`config.mk`:
```
export PLATFORM = sky130hd
export DESIGN_NAME = ddr_cmd_launcher
export DESIGN_NICKNAME = d
export VERILOG_FILES = /design/src/rtl/cmdl_pkg.sv /design/src/rtl/cmdl_phase.sv /design/src/rtl/cmdl_slot.sv /design/src/rtl/cmdl_strobe.sv /design/src/rtl/ddr_cmd_launcher.sv
export SDC_FILE = /design/constraint.sdc
export NUM_CORES = 1
export LEC_CHECK = 0
export BUFFER_PORTS_ARGS = -buffer_cell sky130_fd_sc_hd__buf_2
export CAP_MARGIN = 40
export CORE_ASPECT_RATIO = 0.9
export CORE_MARGIN = 2
export CORE_UTILIZATION = 38
export DETAILED_ROUTE_END_ITERATION = 8
export PLACE_DENSITY = 0.8
export SYNTH_ARGS = -nofsm -noshare
export SYNTH_HDL_FRONTEND = slang
export SYNTH_SLANG_ARGS = --single-unit
```
`constraint.sdc`:
```
create_clock -name clk -period 0.9 [get_ports clk]
set_input_delay 0.225 -clock clk [delete_from_list [all_inputs] [get_ports clk]]
set_output_delay 0.225 -clock clk [all_outputs]
set_load 0.02 [all_outputs]
```
`src/rtl/cmdl_pkg.sv`:
```
package cmdl_pkg;
  typedef enum logic [2:0] {
    K_NOP = 3'd0,
    K_PRE = 3'd1,
    K_ACT = 3'd2,
    K_WR  = 3'd3,
    K_RD  = 3'd4
  } cmd_kind_e;

  typedef struct packed {
    logic ras_n;
    logic cas_n;
    logic we_n;
  } strobe_t;

  localparam strobe_t STROBE_IDLE = '{ras_n: 1'b1, cas_n: 1'b1, we_n: 1'b1};

  // kind code to row/column/write strobe levels; reserved codes idle
  function automatic strobe_t kind_to_strobe(input logic [2:0] kind);
    strobe_t s;
    case (kind)
      K_PRE:   s = '{ras_n: 1'b0, cas_n: 1'b1, we_n: 1'b0};
      K_ACT:   s = '{ras_n: 1'b0, cas_n: 1'b1, we_n: 1'b1};
      K_WR:    s = '{ras_n: 1'b1, cas_n: 1'b0, we_n: 1'b0};
      K_RD:    s = '{ras_n: 1'b1, cas_n: 1'b0, we_n: 1'b1};
      default: s = STROBE_IDLE;
    endcase
    return s;
  endfunction
endpackage

```
`src/rtl/cmdl_phase.sv`:
```
module cmdl_phase (
  input  logic clk,
  input  logic rst,
  output logic second
);
  // second=1 marks the second cycle of the slot on the pins
  always_ff @(posedge clk) begin
    if (rst) second <= 1'b0;
    else     second <= ~second;
  end
endmodule

```
`src/rtl/cmdl_slot.sv`:
```
module cmdl_slot
  import cmdl_pkg::*;
#(
  parameter int ADDR_W = 14,
  parameter int BANK_W = 3
) (
  input  logic              clk,
  input  logic              rst,
  input  logic              boundary,
  input  logic              take,
  input  logic [2:0]        kind,
  input  logic [BANK_W-1:0] bank,
  input  logic [ADDR_W-1:0] addr,
  input  logic              cke_in,
  input  logic              odt_in,
  output logic [ADDR_W-1:0] q_addr,
  output logic [BANK_W-1:0] q_bank,
  output strobe_t           q_strobe,
  output logic              q_live,
  output logic              q_cke,
  output logic              q_odt
);
  always_ff @(posedge clk) begin
    if (rst) begin
      q_addr   <= '0;
      q_bank   <= '0;
      q_strobe <= STROBE_IDLE;
      q_live   <= 1'b0;
      q_cke    <= 1'b0;
      q_odt    <= 1'b0;
    end else if (boundary) begin
      if (take) begin
        q_addr   <= addr;
        q_bank   <= bank;
        q_strobe <= kind_to_strobe(kind);
        q_live   <= 1'b1;
        q_cke    <= cke_in;
        q_odt    <= odt_in;
      end else begin
        q_addr   <= '0;
        q_bank   <= '0;
        q_strobe <= STROBE_IDLE;
        q_live   <= 1'b0;
        q_odt    <= 1'b0;
      end
    end
  end
endmodule

```
`src/rtl/cmdl_strobe.sv`:
```
module cmdl_strobe (
  input  logic clk,
  input  logic rst,
  input  logic second,
  input  logic live,
  input  logic slot_cke,
  input  logic slot_odt,
  output logic cs_n,
  output logic cke,
  output logic odt
);
  // edge entering the second cycle: strobe; edge leaving it: deselect
  always_ff @(posedge clk) begin
    if (rst) begin
      cs_n <= 1'b1;
      cke  <= 1'b0;
      odt  <= 1'b0;
    end else if (!second) begin
      cs_n <= ~live;
      if (live) cke <= slot_cke;
      odt  <= live & slot_odt;
    end else begin
      cs_n <= 1'b1;
      odt  <= 1'b0;
    end
  end
endmodule

```
`src/rtl/ddr_cmd_launcher.sv`:
```
module ddr_cmd_launcher
  import cmdl_pkg::*;
#(
  parameter int ADDR_W = 14,
  parameter int BANK_W = 3
) (
  input  logic              clk,
  input  logic              rst,
  input  logic              cmd_valid,
  output logic              cmd_ready,
  input  logic [2:0]        cmd_kind,
  input  logic [BANK_W-1:0] cmd_bank,
  input  logic [ADDR_W-1:0] cmd_addr,
  input  logic              cmd_cke,
  input  logic              cmd_odt,
  output logic [ADDR_W-1:0] mem_addr,
  output logic [BANK_W-1:0] mem_ba,
  output logic              mem_ras_n,
  output logic              mem_cas_n,
  output logic              mem_we_n,
  output logic              mem_cs_n,
  output logic              mem_cke,
  output logic              mem_odt
);
  logic    slot_phase;
  logic    take;
  logic    slot_live;
  logic    slot_cke;
  logic    slot_odt;
  strobe_t slot_strobe;

  cmdl_phase i_phase (.clk(clk), .rst(rst), .second(slot_phase));

  assign cmd_ready = slot_phase;
  assign take      = cmd_valid & cmd_ready;

  cmdl_slot #(.ADDR_W(ADDR_W), .BANK_W(BANK_W)) i_slot (
    .clk(clk), .rst(rst), .boundary(slot_phase), .take(take),
    .kind(cmd_kind), .bank(cmd_bank), .addr(cmd_addr),
    .cke_in(cmd_cke), .odt_in(cmd_odt),
    .q_addr(mem_addr), .q_bank(mem_ba), .q_strobe(slot_strobe),
    .q_live(slot_live), .q_cke(slot_cke), .q_odt(slot_odt)
  );

  assign mem_ras_n = slot_strobe.ras_n;
  assign mem_cas_n = slot_strobe.cas_n;
  assign mem_we_n  = slot_strobe.we_n;

  cmdl_strobe i_strobe (
    .clk(clk), .rst(rst), .second(slot_phase), .live(slot_live),
    .slot_cke(slot_cke), .slot_odt(slot_odt),
    .cs_n(mem_cs_n), .cke(mem_cke), .odt(mem_odt)
  );
endmodule

```
Yosys cells after proc, flatten, opt, wreduce, memory -nomap -nowiden
Index checks and enable logic that the tools add are counted.
W data, S select, Z words.
Word-level totals
  bits of input ports: 25
  output and inout port bits: 24
  register bits after elaboration: 27
  logic and storage cells: 29
Cells by class
  reduce and logical (&&, ||, !) cells: 3
  equality and inequality tests: 4
  bitwise operators: 4
  multiplexer cells: 6
Operator list (number)
  $mux W14: 1
  $pmux W3 S4: 1
  $eq A3 B2 Y1 const B: 2
  $mux W3: 2
  $reduce_and A2 Y1: 2
  $eq A3 B1 Y1 const B: 1
  $eq A3 B3 Y1 const B: 1
  $and A1 B1 Y1: 2
  $mux W1: 2
  $not A1 Y1: 2
  $reduce_or A2 Y1: 1

Depth between registers and ports, before layout
  depth in word-level cells: 3
  gate-level depth with buffers: 5
  gate-level depth less buffers: 3

Hierarchy
A second synthesis with hierarchy kept.
Unflattened totals
  cell total of the unflattened synthesis: 117
  area, all modules: 1032.2 um^2
By module, submodules not included
  cmdl_slot: sequential area each 460.4 um^2, times used 1, cells each 104, area an instance 892.1 um^2
  cmdl_strobe: sequential area each 60.1 um^2, times used 1, cells each 10, area an instance 110.1 um^2
  cmdl_phase: sequential area each 20.0 um^2, times used 1, cells each 2, area an instance 23.8 um^2
  ddr_cmd_launcher: sequential area each 0.0 um^2, times used 1, cells each 1, area an instance 6.3 um^2

Worst setup path before layout
Ideal clock, no wire load.
  kind: flip-flop to flip-flop
  start: register i_phase.second
  end: register i_slot.q_addr[0]
  buffers on the path: 1
  library setup time: 0.117 ns
  period minus slack after synthesis: 1.137 ns
  cell stages (with the launch flop): 4
  arrival time: 1.020 ns
  data required time: 0.783 ns
  slack: -0.237 ns
  cells stage by stage: dfxtp_1 -> nor2_2 -> buf_2 -> a22o_1
Between the ends
  cells in the longest elaborated chain, start to end: 2
Ends and longest elaborated chain
  start, declared: line cmdl_phase.sv:4  | output logic second
  start signal, assigned: line cmdl_phase.sv:9  | else second <= ~second;
  $and A1 B1 Y1: line ddr_cmd_launcher.sv:35  | assign take = cmd_valid & cmd_ready;
  $mux W14: line cmdl_slot.sv:32  | if (take) begin
  end signal, assigned: line cmdl_slot.sv:33  | q_addr <= addr;
  end, declared: line cmdl_slot.sv:16  | output logic [ADDR_W-1:0] q_addr,
Several ways; a longest one is shown, not always the timed one.
A chain may end at the register's enable or synchronous reset.

Worst setup path after layout
  start: register i_phase.second
  end: register i_slot.q_addr[5]
The elaborated chain is that of the path after synthesis.

==> metrics.txt <==
R2R setup slack=-0.15 ns; CTS max path bufs=2; Synth Area per Inst=12.0 um^2; Total Power=0.00212 W; fin area=0.00145 mm^2; RSZ-0062 raised after global routing=yes; Worst Path Required=1.12 ns; share of the synthesized area in the top cell type=61.8%; Core Area=0.00218 mm^2; WL per Instance=13.4 um; layout cell share with drive strength beyond 1=70.8%; startpoint types=flop; most common cell after layout, fill and taps aside=buf_6; CP max-delay cell=dfxtp_4; failing checks=negative setup slack; Final Skew=0.00383 ns; sum of buffers and inverters on the critical path=2; Die X=54.6 um; dpl hpwl=1450 um; Mapped Cells=73; most frequent cells in the layout=buf_6 (25), buf_2 (24), dfxtp_2 (23), a22o_1 (18), buf_4 (7); 1st-iter DRT viols=6; row count=16; relative slew slack=89.2%; via count=765; Initial Util=40.1%; #FFs+latches synth=27; YS warnings=0; total die area=0.00270 mm^2; Cell Pwr Density=1460 mW/mm^2; Hold/Removal Path Class=input port to flop; Placer Congestion=0.683; Total Wirelength=2100 um; GR Overflow Total=0; initial antenna violation count=0; Worst path max stage delay=0.38 ns; final hold violation count=0; Synth Net Count=98; DR pass1 iterations=2; fin. max-slew vios=0; Worst Slack Setup Final=-0.151 ns; CP top delay family=flip-flops; worst-margin pin slew=0.160 ns; fmax=952 MHz; Overall Global Routing Usage=17.0%; Die H=49.5 um; critical path endpoint category=flop; Area after DPL=0.00119 mm^2; first-pass GRT wire length=3330 um; peak fanout along the critical path=21; maximum vdd drop=1130 uV; critical path class=flop to flop; clk slew on worst S/H paths=0.13 ns; MaxCap Viol Count=0; status=finished, violations left; pin count of the biggest net entering global routing=22; Setup Viol. Count Final=50; sequential area share after synthesis=61.8%; nets=156; Mapped Area=875 um^2; Lkg Pwr=0.668 nW; count of cell types in the netlist=23; CTS tree=yes; Largest Register=i_slot.q_addr; biggest regs=i_slot.q_addr: 14 flops, i_slot.q_bank: 3 flops, i_slot.q_strobe: 3 flops; setup TNS=-5.76 ns; via-per-instance ratio=4.87; Ports=49; drt drc=0; leading area contributor after synthesis=dfxtp_1; synth top area cells=dfxtp_1 (62%), a22o_1 (18%), buf_6 (2.6%), nor3_1 (1.7%), a31oi_1 (1.4%); crit path time final=1.05 ns; clk sinks=27; H-tree levels=1; Largest register FFs=14; pre-CTS WS=-0.0315 ns; input/output buffers=48; vias in the first global route=781; CTS Buf Count=3; ANT cells=0; critical path, cell by cell=buf_6, nand2_4, nor2_4, buf_12, a22o_1; Data arrival, critical path=1.27 ns; Antenna Nets Post-Route=0; P&R area growth vs syn=66.0%; final period utilization=117%; root buffer cell=clkbuf_4; later-pin clock latency in the skew report=0.31 ns
[cell usage after synthesis (all sizes together)]
cell type / n
a21oi: 2
a22o: 18
a31oi: 2
and3: 1
buf: 4
clkbuf: 1
dfxtp: 27
inv: 1
mux2i: 1
nand2: 3
nand2b: 1
nand3: 1
nand3b: 1
nor2: 3
nor2b: 1
nor3: 3
o21ai: 2
xor2: 1
[layout make-up]
cell class / count / area, um^2
Clock inverter: 1 / 5.00
Multi-Input combinational cell: 40 / 319
Tap cell: 27 / 33.8
Timing Repair Buffer: 58 / 494
Inverter: 1 / 3.75
Fill cell: 171 / 731
Clock buffer: 3 / 22.5
Sequential cell: 27 / 573
[per-layer routing]
layer	part of all wire, %	global-route usage [%]	vias up
li1	-	-	381
met1	40	16.9	344
met2	49	30.7	40
met3	11	8.48	0
met4	0	3.33	0
met5	0	0	-
[per-stage QoR]
stage | util (%) | std cells | hold slack (ns)
after global routing | 66.5 | 157 | 0.0869
after CTS | 65.8 | 156 | 0.0878
after global placement | 54.6 | 149 | 0.399
final | 66.5 | 157 | 0.105
after detailed placement | 54.6 | 149 | 0.415
after floorplan | - | 73 | 0.339
[final timing paths]
path,to,start,cells past startpoint
worst max-delay path,i_slot.q_addr[5],i_phase.second,5
worst min-delay path,i_slot.q_addr[8],cmd_addr[8],2
worst max register to register,i_slot.q_addr[5],i_phase.second,5
worst min register to register,i_strobe.cs_n,i_slot.q_live,1
[kinds of logic after synthesis]
kind of cell / after synthesis / share of synthesized area, %
compound gates: 24 / 21.7
xor+xnor: 1 / 1.00
buf+inv: 6 / 5.01
flops: 27 / 61.8
mux: 1 / 1.14
simple gates: 14 / 9.30
[timing repair]
item	4_1_cts	5_1_grt
hold buffers	0	0
cloned	0	0
pin swaps	2	0
gates resized for setup	76	2
setup endpoints to repair	45	50
setup buffers	3	1
[where the power goes]
| part | internal [W] | switching [W] |
|---|---|---|
| combinational | 0.000186 | 0.000156 |
| clock | 0.000166 | 0.000331 |
| sequential | 0.00124 | 0.0000322 |
Power figures use the tool's default switching activity.
